===== src/rtl/rtc_pkg.sv =====
`timescale 1ns/1ps
package rtc_pkg;
  localparam int NREG   = 10;
  localparam int REG_AW = 4;
  localparam int NAUX   = NREG - 7;

  typedef logic [7:0] bcd8_t;

  // Writable-bit mask per register; masked bits read as zero.
  function automatic logic [7:0] reg_mask(input int idx);
    case (idx)
      1:       return 8'h7F;
      3:       return 8'h37;
      4:       return 8'h3F;
      5:       return 8'h1F;
      default: return 8'hFF;
    endcase
  endfunction

  function automatic bcd8_t bcd_inc(input bcd8_t v);
    if (v[3:0] >= 4'd9) return {v[7:4] + 4'd1, 4'd0};
    return {v[7:4], v[3:0] + 4'd1};
  endfunction

  function automatic logic is_leap(input bcd8_t yr);
    logic [7:0] bin;
    bin = 8'(yr[7:4]) * 8'd10 + 8'(yr[3:0]);
    return bin[1:0] == 2'b00;
  endfunction

  // Last day of the month, in BCD.
  function automatic bcd8_t month_last(input bcd8_t mon, input bcd8_t yr);
    case (mon)
      8'h02:                      return is_leap(yr) ? 8'h29 : 8'h28;
      8'h04, 8'h06, 8'h09, 8'h11: return 8'h30;
      default:                    return 8'h31;
    endcase
  endfunction
endpackage


===== src/rtl/rtc_prescaler.sv =====
`timescale 1ns/1ps
module rtc_prescaler #(
  parameter int DIV_RATIO = 32768
) (
  input  logic clk,
  input  logic rst_n,
  input  logic osc_en,
  input  logic hold,
  input  logic clear,
  output logic tick
);
  localparam int CW = (DIV_RATIO > 1) ? $clog2(DIV_RATIO) : 1;
  localparam logic [CW-1:0] LAST = CW'(DIV_RATIO - 1);

  logic [CW-1:0] cnt;

  always_ff @(posedge clk or negedge rst_n) begin
    if (!rst_n)               cnt <= '0;
    else if (hold || clear)   cnt <= '0;
    else if (osc_en)          cnt <= (cnt == LAST) ? '0 : cnt + CW'(1);
  end

  assign tick = osc_en && !hold && !clear && (cnt == LAST);
endmodule


===== src/rtl/rtc_bcd_count.sv =====
`timescale 1ns/1ps
module rtc_bcd_count
  import rtc_pkg::*;
#(
  parameter logic [7:0] FIRST = 8'h00
) (
  input  logic  clk,
  input  logic  rst_n,
  input  logic  step,
  input  bcd8_t last,
  input  logic  load,
  input  bcd8_t load_val,
  output bcd8_t value,
  output logic  wrap
);
  logic at_end;
  assign at_end = (value >= last);
  assign wrap   = step && at_end;

  always_ff @(posedge clk or negedge rst_n) begin
    if (!rst_n)    value <= FIRST;
    else if (load) value <= load_val;
    else if (step) value <= at_end ? FIRST : bcd_inc(value);
  end
endmodule


===== src/rtl/rtc_xfer_buffer.sv =====
`timescale 1ns/1ps
module rtc_xfer_buffer
  import rtc_pkg::*;
(
  input  logic              clk,
  input  logic              rst_n,
  input  logic              xfer_active,
  input  logic [NREG*8-1:0] live_img,
  input  logic [REG_AW-1:0] reg_addr,
  input  logic [7:0]        reg_wdata,
  input  logic              reg_wr,
  input  logic              reg_rd,
  output logic [7:0]        reg_rdata,
  output logic              commit,
  output logic [NREG*8-1:0] buf_img,
  output logic              xfer_q
);
  logic [7:0] buf_q [NREG];
  logic       dirty_q;
  logic       start;
  logic       addr_ok;
  logic       wr_hit;

  assign start   = xfer_active && !xfer_q;
  assign addr_ok = (reg_addr < REG_AW'(NREG));
  assign wr_hit  = xfer_active && reg_wr && addr_ok;
  assign commit  = xfer_q && !xfer_active && dirty_q;

  always_ff @(posedge clk or negedge rst_n) begin
    if (!rst_n) xfer_q <= 1'b0;
    else        xfer_q <= xfer_active;
  end

  always_ff @(posedge clk or negedge rst_n) begin
    if (!rst_n)            dirty_q <= 1'b0;
    else if (!xfer_active) dirty_q <= 1'b0;
    else if (start)        dirty_q <= wr_hit;
    else if (wr_hit)       dirty_q <= 1'b1;
  end

  always_ff @(posedge clk or negedge rst_n) begin
    if (!rst_n) begin
      for (int i = 0; i < NREG; i++) buf_q[i] <= '0;
    end else begin
      for (int i = 0; i < NREG; i++) begin
        if (start) buf_q[i] <= live_img[i*8 +: 8];
        if (wr_hit && reg_addr == REG_AW'(i)) buf_q[i] <= reg_wdata & reg_mask(i);
      end
    end
  end

  always_ff @(posedge clk or negedge rst_n) begin
    if (!rst_n) reg_rdata <= '0;
    else if (reg_rd && xfer_active) begin
      if (!addr_ok)   reg_rdata <= '0;
      else if (start) reg_rdata <= live_img[reg_addr*8 +: 8];
      else            reg_rdata <= buf_q[reg_addr];
    end
  end

  always_comb begin
    for (int i = 0; i < NREG; i++) buf_img[i*8 +: 8] = buf_q[i];
  end
endmodule


===== src/rtl/rtc_calendar_core.sv =====
`timescale 1ns/1ps
module rtc_calendar_core
  import rtc_pkg::*;
#(
  parameter int DIV_RATIO = 32768
) (
  input  logic              clk,
  input  logic              rst_n,
  input  logic              osc_en,
  input  logic              xfer_active,
  input  logic [REG_AW-1:0] reg_addr,
  input  logic [7:0]        reg_wdata,
  input  logic              reg_wr,
  input  logic              reg_rd,
  output logic [7:0]        reg_rdata,
  output logic              second_tick
);
  bcd8_t sec_v, min_v, hr_v, dow_v, date_v, mon_v, yr_v;
  logic  wrap_sec, wrap_min, wrap_hr, wrap_dow, wrap_date, wrap_mon, wrap_yr;
  logic  ctl_stop, ctl_cen_en, ctl_cen;
  logic [1:0] ctl_test;
  logic [7:0] aux_q [NAUX];
  logic [NREG*8-1:0] live_img;
  logic [NREG*8-1:0] buf_img;
  logic  commit;
  logic  xfer_q;

  rtc_prescaler #(.DIV_RATIO(DIV_RATIO)) u_pre (
    .clk(clk), .rst_n(rst_n), .osc_en(osc_en),
    .hold(ctl_stop), .clear(commit), .tick(second_tick)
  );

  rtc_xfer_buffer u_buf (
    .clk(clk), .rst_n(rst_n), .xfer_active(xfer_active), .live_img(live_img),
    .reg_addr(reg_addr), .reg_wdata(reg_wdata), .reg_wr(reg_wr), .reg_rd(reg_rd),
    .reg_rdata(reg_rdata), .commit(commit), .buf_img(buf_img), .xfer_q(xfer_q)
  );

  // Counter chain: each stage steps on the wrap of the one below.
  rtc_bcd_count #(.FIRST(8'h00)) u_sec (
    .clk(clk), .rst_n(rst_n), .step(second_tick), .last(8'h59),
    .load(commit), .load_val({1'b0, buf_img[6:0]}), .value(sec_v), .wrap(wrap_sec)
  );
  rtc_bcd_count #(.FIRST(8'h00)) u_min (
    .clk(clk), .rst_n(rst_n), .step(wrap_sec), .last(8'h59),
    .load(commit), .load_val(buf_img[15:8]), .value(min_v), .wrap(wrap_min)
  );
  rtc_bcd_count #(.FIRST(8'h00)) u_hr (
    .clk(clk), .rst_n(rst_n), .step(wrap_min), .last(8'h23),
    .load(commit), .load_val(buf_img[23:16] & 8'h3F), .value(hr_v), .wrap(wrap_hr)
  );
  rtc_bcd_count #(.FIRST(8'h01)) u_dow (
    .clk(clk), .rst_n(rst_n), .step(wrap_hr), .last(8'h07),
    .load(commit), .load_val(buf_img[31:24] & 8'h07), .value(dow_v), .wrap(wrap_dow)
  );
  rtc_bcd_count #(.FIRST(8'h01)) u_date (
    .clk(clk), .rst_n(rst_n), .step(wrap_hr), .last(month_last(mon_v, yr_v)),
    .load(commit), .load_val(buf_img[39:32]), .value(date_v), .wrap(wrap_date)
  );
  rtc_bcd_count #(.FIRST(8'h01)) u_mon (
    .clk(clk), .rst_n(rst_n), .step(wrap_date), .last(8'h12),
    .load(commit), .load_val(buf_img[47:40]), .value(mon_v), .wrap(wrap_mon)
  );
  rtc_bcd_count #(.FIRST(8'h00)) u_yr (
    .clk(clk), .rst_n(rst_n), .step(wrap_mon), .last(8'h99),
    .load(commit), .load_val(buf_img[55:48]), .value(yr_v), .wrap(wrap_yr)
  );

  // Control flags held beside the counters.
  always_ff @(posedge clk or negedge rst_n) begin
    if (!rst_n) begin
      ctl_stop   <= 1'b0;
      ctl_cen_en <= 1'b0;
      ctl_cen    <= 1'b0;
      ctl_test   <= 2'b00;
    end else if (commit) begin
      ctl_stop   <= buf_img[7];
      ctl_cen_en <= buf_img[23];
      ctl_cen    <= buf_img[22];
      ctl_test   <= buf_img[29:28];
    end else if (wrap_yr && ctl_cen_en) begin
      ctl_cen    <= !ctl_cen;
    end
  end

  // Spare bytes at the top of the map.
  for (genvar g = 0; g < NAUX; g++) begin : g_aux
    always_ff @(posedge clk or negedge rst_n) begin
      if (!rst_n)      aux_q[g] <= '0;
      else if (commit) aux_q[g] <= buf_img[(7+g)*8 +: 8];
    end
    assign live_img[(7+g)*8 +: 8] = aux_q[g];
  end

  assign live_img[7:0]   = {ctl_stop, sec_v[6:0]};
  assign live_img[15:8]  = {1'b0, min_v[6:0]};
  assign live_img[23:16] = {ctl_cen_en, ctl_cen, hr_v[5:0]};
  assign live_img[31:24] = {2'b00, ctl_test, 1'b0, dow_v[2:0]};
  assign live_img[39:32] = {2'b00, date_v[5:0]};
  assign live_img[47:40] = {3'b000, mon_v[4:0]};
  assign live_img[55:48] = yr_v;
endmodule


===== config.mk =====
export PLATFORM = sky130hd
export DESIGN_NAME = rtc_calendar_core
export DESIGN_NICKNAME = d
export VERILOG_FILES = /design/src/rtl/rtc_pkg.sv /design/src/rtl/rtc_prescaler.sv /design/src/rtl/rtc_bcd_count.sv /design/src/rtl/rtc_xfer_buffer.sv /design/src/rtl/rtc_calendar_core.sv
export SDC_FILE = /design/constraint.sdc
export NUM_CORES = 1
export LEC_CHECK = 0
export ABC_AREA = 1
export BUFFER_PORTS_ARGS = -buffer_cell sky130_fd_sc_hd__buf_2
export CAP_MARGIN = 20
export CORE_AREA = 2 2 141 143
export DETAILED_ROUTE_END_ITERATION = 8
export DIE_AREA = 0 0 143 145
export GPL_TIMING_DRIVEN = 0
export PLACE_DENSITY = 0.71
export SETUP_SLACK_MARGIN = 0.4
export SLEW_MARGIN = 25
export SYNTH_ARGS = -nofsm -noshare
export SYNTH_HDL_FRONTEND = slang
export SYNTH_SLANG_ARGS = --single-unit

===== constraint.sdc =====
create_clock -name clk -period 3.55 [get_ports clk]
set_input_delay 0.1775 -clock clk [delete_from_list [all_inputs] [get_ports clk]]
set_output_delay 0.1775 -clock clk [all_outputs]
set_load 0.03 [all_outputs]

After elaboration in Yosys (flattened, before gate mapping)
Index checks and enable logic that the tools add are counted.
Widths: inputs -> output; s select.
{ "totals": {"regBits": 190, "inputBits": 18, "output_inout_bits": 9, "wordCells": 264} }
{ "classes": {"add_sub_neg": 16, "n_mul": 1, "order_cmp": 16, "n_eq_ne": 16, "shifts": 1, "muxes": 101, "bitwise": 11, "n_reduce_logical": 67} }
{ "ops": {"columns": ["cell", "n"], "rows": [
  ["$mux 8", 69],
  ["$and 8x8->8", 10],
  ["$shiftx 80x8->8", 1],
  ["$add 4x1->4 const B", 14],
  ["$mux 15", 3],
  ["$reduce_bool 2->1", 18],
  ["$bmux 8 s4", 1],
  ["$ge 4x4->1 const B", 7],
  ["$mux 1", 27],
  ["$logic_and 1x1->1", 26],
  ["$reduce_bool 3->1", 7],
  ["$eq 4x3->1 const B", 4],
  ["$eq 8x3->1 const B", 2],
  ["$ge 8x7->1 const B", 2],
  ["$pmux 8 s2", 1],
  ["$add 15x1->15 const B", 1],
  ["$eq 15x15->1 const B", 1],
  ["$reduce_and 2->1", 7],
  ["$eq 4x2->1 const B", 2],
  ["$eq 4x4->1 const B", 2],
  ["$eq 8x2->1 const B", 1],
  ["$eq 8x4->1 const B", 1],
  ["$eq 8x5->1 const B", 1],
  ["$ge 8x3->1 const B", 1],
  ["other kinds (16)", 20]
]} }

Longest topological paths before layout
{ "depth": {"ltp_word": 17, "mapped_depth": 19, "mapped_depth_nobuf": 19} }

By module
Synthesis repeated with hierarchy kept, for this count alone.
{ "hier_totals": {"cells_unflattened": 2014, "hier_area_um2": 14020.9} }
{ "by_module_without_submodules": {"columns": ["module", "instances", "cells_each", "area_per_inst_um2", "seq_area_each_um2"], "rows": [
  ["rtc_xfer_buffer", 1, 953, 6195.9, 2252.2],
  ["rtc_bcd_count at u_hr ...", 4, 109, 809.5, 200.2],
  ["rtc_bcd_count at u_date ...", 3, 110, 784.5, 201.4],
  ["rtc_calendar_core", 1, 156, 1273.7, 725.7],
  ["rtc_prescaler", 1, 139, 959.7, 375.4]
]} }

Least setup slack after synthesis
Ideal clock, no wire load.
{ "synth_timing": {"path_type": "reg2reg", "start": "register u_mon.value[0]", "end": "register u_date.value[4]", "setup_time_ns": 0.126, "arrival_time_ns": 2.371, "t_required_ns": 3.424, "path_slack_ns": 1.053, "stages_incl_launch_ff": 19, "path_buffers": 0, "path_cell_list": "dfstp_2 -> inv_1 -> ha_1 -> o21ai_0 -> o21ai_0 -> a32oi_1 -> nand2_1 -> o31ai_1 -> ha_1 -> inv_1 -> nor2_1 -> nand3_1 -> nand3_1 -> nor2_1 -> nand2_1 -> nand2_2 -> inv_2 -> nand2_1 -> o21ai_0"} }
{ "synth_via": {"elab_chain_cells": 7, "word_cells_on_any_way": 13, "classes_between": "order compare (1); eq/ne (5); mux (4); reduce/logical (3)"} }
{ "synth_rtl": {"columns": ["item", "line", "rtl"], "rows": [
  ["start: declaration", "rtc_bcd_count.sv:13", "output bcd8_t value,"],
  ["start signal: assignment", "rtc_bcd_count.sv:22", "else if (load) value <= load_val;"],
  ["start signal: assignment", "rtc_bcd_count.sv:23", "else if (step) value <= at_end ? FIRST : bcd_inc(value);"],
  ["$eq 8x3->1, or another cell as far along", "rtc_pkg.sv:33", "case (mon)"],
  ["$reduce_or 4->1", "rtc_pkg.sv:33", null],
  ["$pmux 8 s2 *", "rtc_pkg.sv:33", null],
  ["$ge 8x8->1 *", "rtc_bcd_count.sv:17", "assign at_end = (value >= last);"],
  ["$mux 8 (2 in series)", "rtc_bcd_count.sv:23", null],
  ["$mux 8", "rtc_bcd_count.sv:22", null],
  ["end signal: assignment", "rtc_bcd_count.sv:22", null],
  ["end signal: assignment", "rtc_bcd_count.sv:23", null],
  ["end: declaration", "rtc_bcd_count.sv:13", null]
]} }
Every way passes the cells marked *; elsewhere a longest branch is shown, timed or not. The select of a mux whose other input is x is not followed.
A chain may end at the register's enable or synchronous reset.

Final worst setup path
{ "layout_timing": {"start": "register u_mon.value[0]", "end": "register u_mon.value[2]"} }
{ "layout_via": {"elab_chain_cells": 8, "word_cells_on_any_way": 20, "classes_between": "add/sub (1); order compare (3); eq/ne (5); mux (8); reduce/logical (3)"} }
{ "layout_rtl": {"columns": ["item"], "rows": [
  ["parallel branches: the longest is 8 deep, another holds $ge 8x8->1"]
]} }
Parallel ways; which one is timed is not known. The select of a mux whose other input is x is not followed.

==> metrics.cfg <==
[outcome]
status = completed

[cts]
cts_max_path_buffers = 2
root_buffer = clkbuf_16
cts.sinks = 181
htreeDepth = 4
worstSkewPairLatency_ps = 440
clkTransAtPathRegs_ps = 70
cts_tree = yes
cts_buffers = 17

[die]
start_util_pct = 54.4
core_area_um2 = 19200
dieHeight_um = 145
rows = 51
die_x_um = 143
ios = 27
dieArea_um2 = 20700

[placement]
port_buffers = 26
gp_congestion = 1.00
hpwlAfterDp_um = 24500

[worst_setup_path]
critical_path.max_stage_delay_ps = 610
cp_num_cells = 17
crit_chain = inv_2 > ha_1 > o21ai_1 > o21ai_0 > a32oi_1 > nand2_1 > o31ai_1 > ha_1 > inv_1 > nor2_1 > nand3_1 > nand3_4 > nand4_1 > nand2_4 > buf_6 > nand3_1 > nand3_1
endpoint_kind = flip-flop
arrival_ps = 3280
critical-path-slowest-cell = dfstp_2
path_class = flip-flop to flip-flop
crit_path_start_kind = flip-flop
cp_top_family = simple AND/OR/NAND/NOR gates
cp_common_cell = nand3_1
critPathMaxFanout = 10
cp_data_required_time_ps = 3880
r2r_cells = 17
cp_num_buf_inv = 3

[global_routing]
grt_pass1_wl_um = 53000
track_usage_pct = 33.3
grt_max_degree = 75
first_global_vias = 9364
antenna_found_initial = 0
grt.overflow.total = 0

[finish]
utilization_pct = 60.8
area_growth_pct = 11.9
fillers = 1713
drive_gt1_share_pct = 9.64
nets = 1406
diodes = 0

[sta]
hold_slack_ps = 27.6
rsz0062_at_grt = no
worst_slew_pin_slew_ps = 789
tns_ps = 0
hold_viol_final = 0
finalMaxSlewViolations = 0
period_minus_slack_ps = 2950
fin_crit_sh_pct = 83.1
timing.fmax_mhz = 339
setup_viol = 0
fin_skew_ps = 11.2
worst_slew_margin_rel_pct = 47.4

[logic_synthesis]
ys_types = 44
synth_edf_count = 0
syn_avg_cell_area_um2 = 8.07
synth_warnings = 0
synth.top_cell.area_share_pct = 42.7
yosysSeqAreaShare_pct = 43.4
synthTopCellsByArea = dfrtp_1 43%, nand2_1 9.9%, nand3_1 7.3%, inv_1 6.1%, o221ai_1 5.2%
synth_cells = 1294
postSynthRegisterBits = 181
synth.net_count = 1354
yosysTopAreaCell = dfrtp_1
synthFlopType = dfrtp_1
ys_async_sr_fraction_pct = 100
mappedNetlistArea_um2 = 10400

[pwr]
vdd_drop_max_mv = 0.381
power.density_nw_per_um2 = 641
power_leakage_uw = 0.00543

[hold_path]
hp-class = input pin to flip-flop
min_path_cells = 3

[detailed_routing]
wl_um = 33800
drc_errors = 0
vias = 9977
vias_per_cell = 6.14
drtIter0Drc = 1320
antenna_left = 0
wl_per_cell_um = 20.8
firstDrtPassIters = 6

[run]
drv_cap = 0

[repair_timing]
item,in CTS,in global routing
gates resized for setup,0,5
endpoints found under the setup margin,0,22
hold buffers,2,0
endpoints found under the hold margin,41,0
buffers inserted,0,3
[metrics by stage]
| step | instances | total power [uW] | worst slack (ps) | cell area, um^2 |
|---|---|---|---|---|
| 3_5_place_dp | 1587 | 5260 | 442 | 11000 |
| 4_1_cts | 1621 | 7390 | 442 | 11600 |
| 6_report | 1624 | 7490 | 599 | 11700 |
| 2_1_floorplan | 1294 | 4510 | 1050 | 10400 |
| 5_1_grt | 1624 | 7890 | 343 | 11700 |
| 3_3_place_gp | 1585 | 5180 | -686 | 10900 |
[layout make-up]
| cell class | count | area [um^2] | area share (%) |
|---|---|---|---|
| Buffer | 52 | 253 | 2.16 |
| Timing Repair Buffer | 33 | 238 | 2.03 |
| Inverter | 183 | 687 | 5.88 |
| Clock inverter | 12 | 191 | 1.64 |
| Multi-Input combinational cell | 878 | 4990 | 42.7 |
| Tap cell | 265 | 332 | 2.84 |
| Sequential cell | 181 | 4530 | 38.8 |
| Clock buffer | 20 | 467 | 3.99 |
[placed cells by master, fill, tap and decap left out, drive strengths merged, types with 10 or more instances in the layout]
| master | n |
|---|---|
| a21oi | 18 |
| a221oi | 14 |
| a22oi | 10 |
| buf | 68 |
| clkbuf | 35 |
| dfrtp | 178 |
| ha | 42 |
| inv | 181 |
| nand2 | 283 |
| nand3 | 156 |
| nand4 | 16 |
| nor2 | 62 |
| nor3 | 13 |
| o211ai | 23 |
| o21ai | 100 |
| o221ai | 62 |
| o22ai | 31 |
| xor2 | 16 |
[routing by layer]
layer,up-vias,global-route usage (%),routed length (um),part of all wire [%]
li1,4555,-,-,-
met1,4730,47.8,14000,42
met2,588,48.9,14800,44
met3,104,6.70,3470,10
met4,0,14.8,1520,4.5
met5,-,0,0,0
[final timing paths]
| kind | start | end | slack, ps |
|---|---|---|---|
| max in group asynchronous | rst_n | u_date.value[0] | 2610 |
| worst min-delay path | reg_wdata[2] | u_buf.buf_img[34] | 30 |
| worst max register to register | u_mon.value[0] | u_mon.value[2] | 600 |
| min in group asynchronous | rst_n | u_pre.cnt[4] | 220 |
| worst max-delay path | u_mon.value[0] | u_mon.value[2] | 600 |
| worst min register to register | u_sec.value[7] | u_sec.value[7] | 470 |
[worst min-delay path: cells and delay by family]
kind / cells / cell delay, ps
compound gates: 1 / 90
buf+inv: 2 / 160
[registers in the layout, summed over array words and instances (netlist names)]
name	cells
u_buf.buf_img	71
aux_q	24
u_pre.cnt	15
u_buf.reg_rdata	8
u_date.value	8
u_dow.value	8
u_hr.value	8
u_min.value	8
u_mon.value	8
u_sec.value	8
u_yr.value	8
ctl_test	2
ctl_cen	1
ctl_cen_en	1
ctl_stop	1
u_buf.dirty_q	1
u_buf.xfer_q	1
[cell families (layout without fill, tap and decap cells)]
family          after synthesis  in the layout  share of synthesized area [%]
xor+xnor                     23             23                           1.93
flops                       181            181                           43.4
compound gates              279            279                           17.9
simple gates                534            534                           22.7
buf+inv                     235            300                           9.00
fa+ha+maj                    42             42                           5.03
[cell usage after synthesis, types with 12 or more instances]
library cell and n:
buf_2 25, o21ai_0 94, nand4_1 15, o221ai_1 62
clkbuf_1 15, a21oi_1 18, a221oi_1 14, nor3_1 12
nor2_1 51, ha_1 42, o211ai_1 23, nand3_1 153
dfrtp_1 178, nand2_1 274, xor2_1 16, inv_1 170
o22ai_1 31
[where the power goes]
part	leakage [uW]	internal, uW	switching [uW]
combinational	0.00275	796	1420
clock	0.000319	1250	887
sequential	0.00236	2590	546
Note: power is estimated with default switching activity, not from simulation.
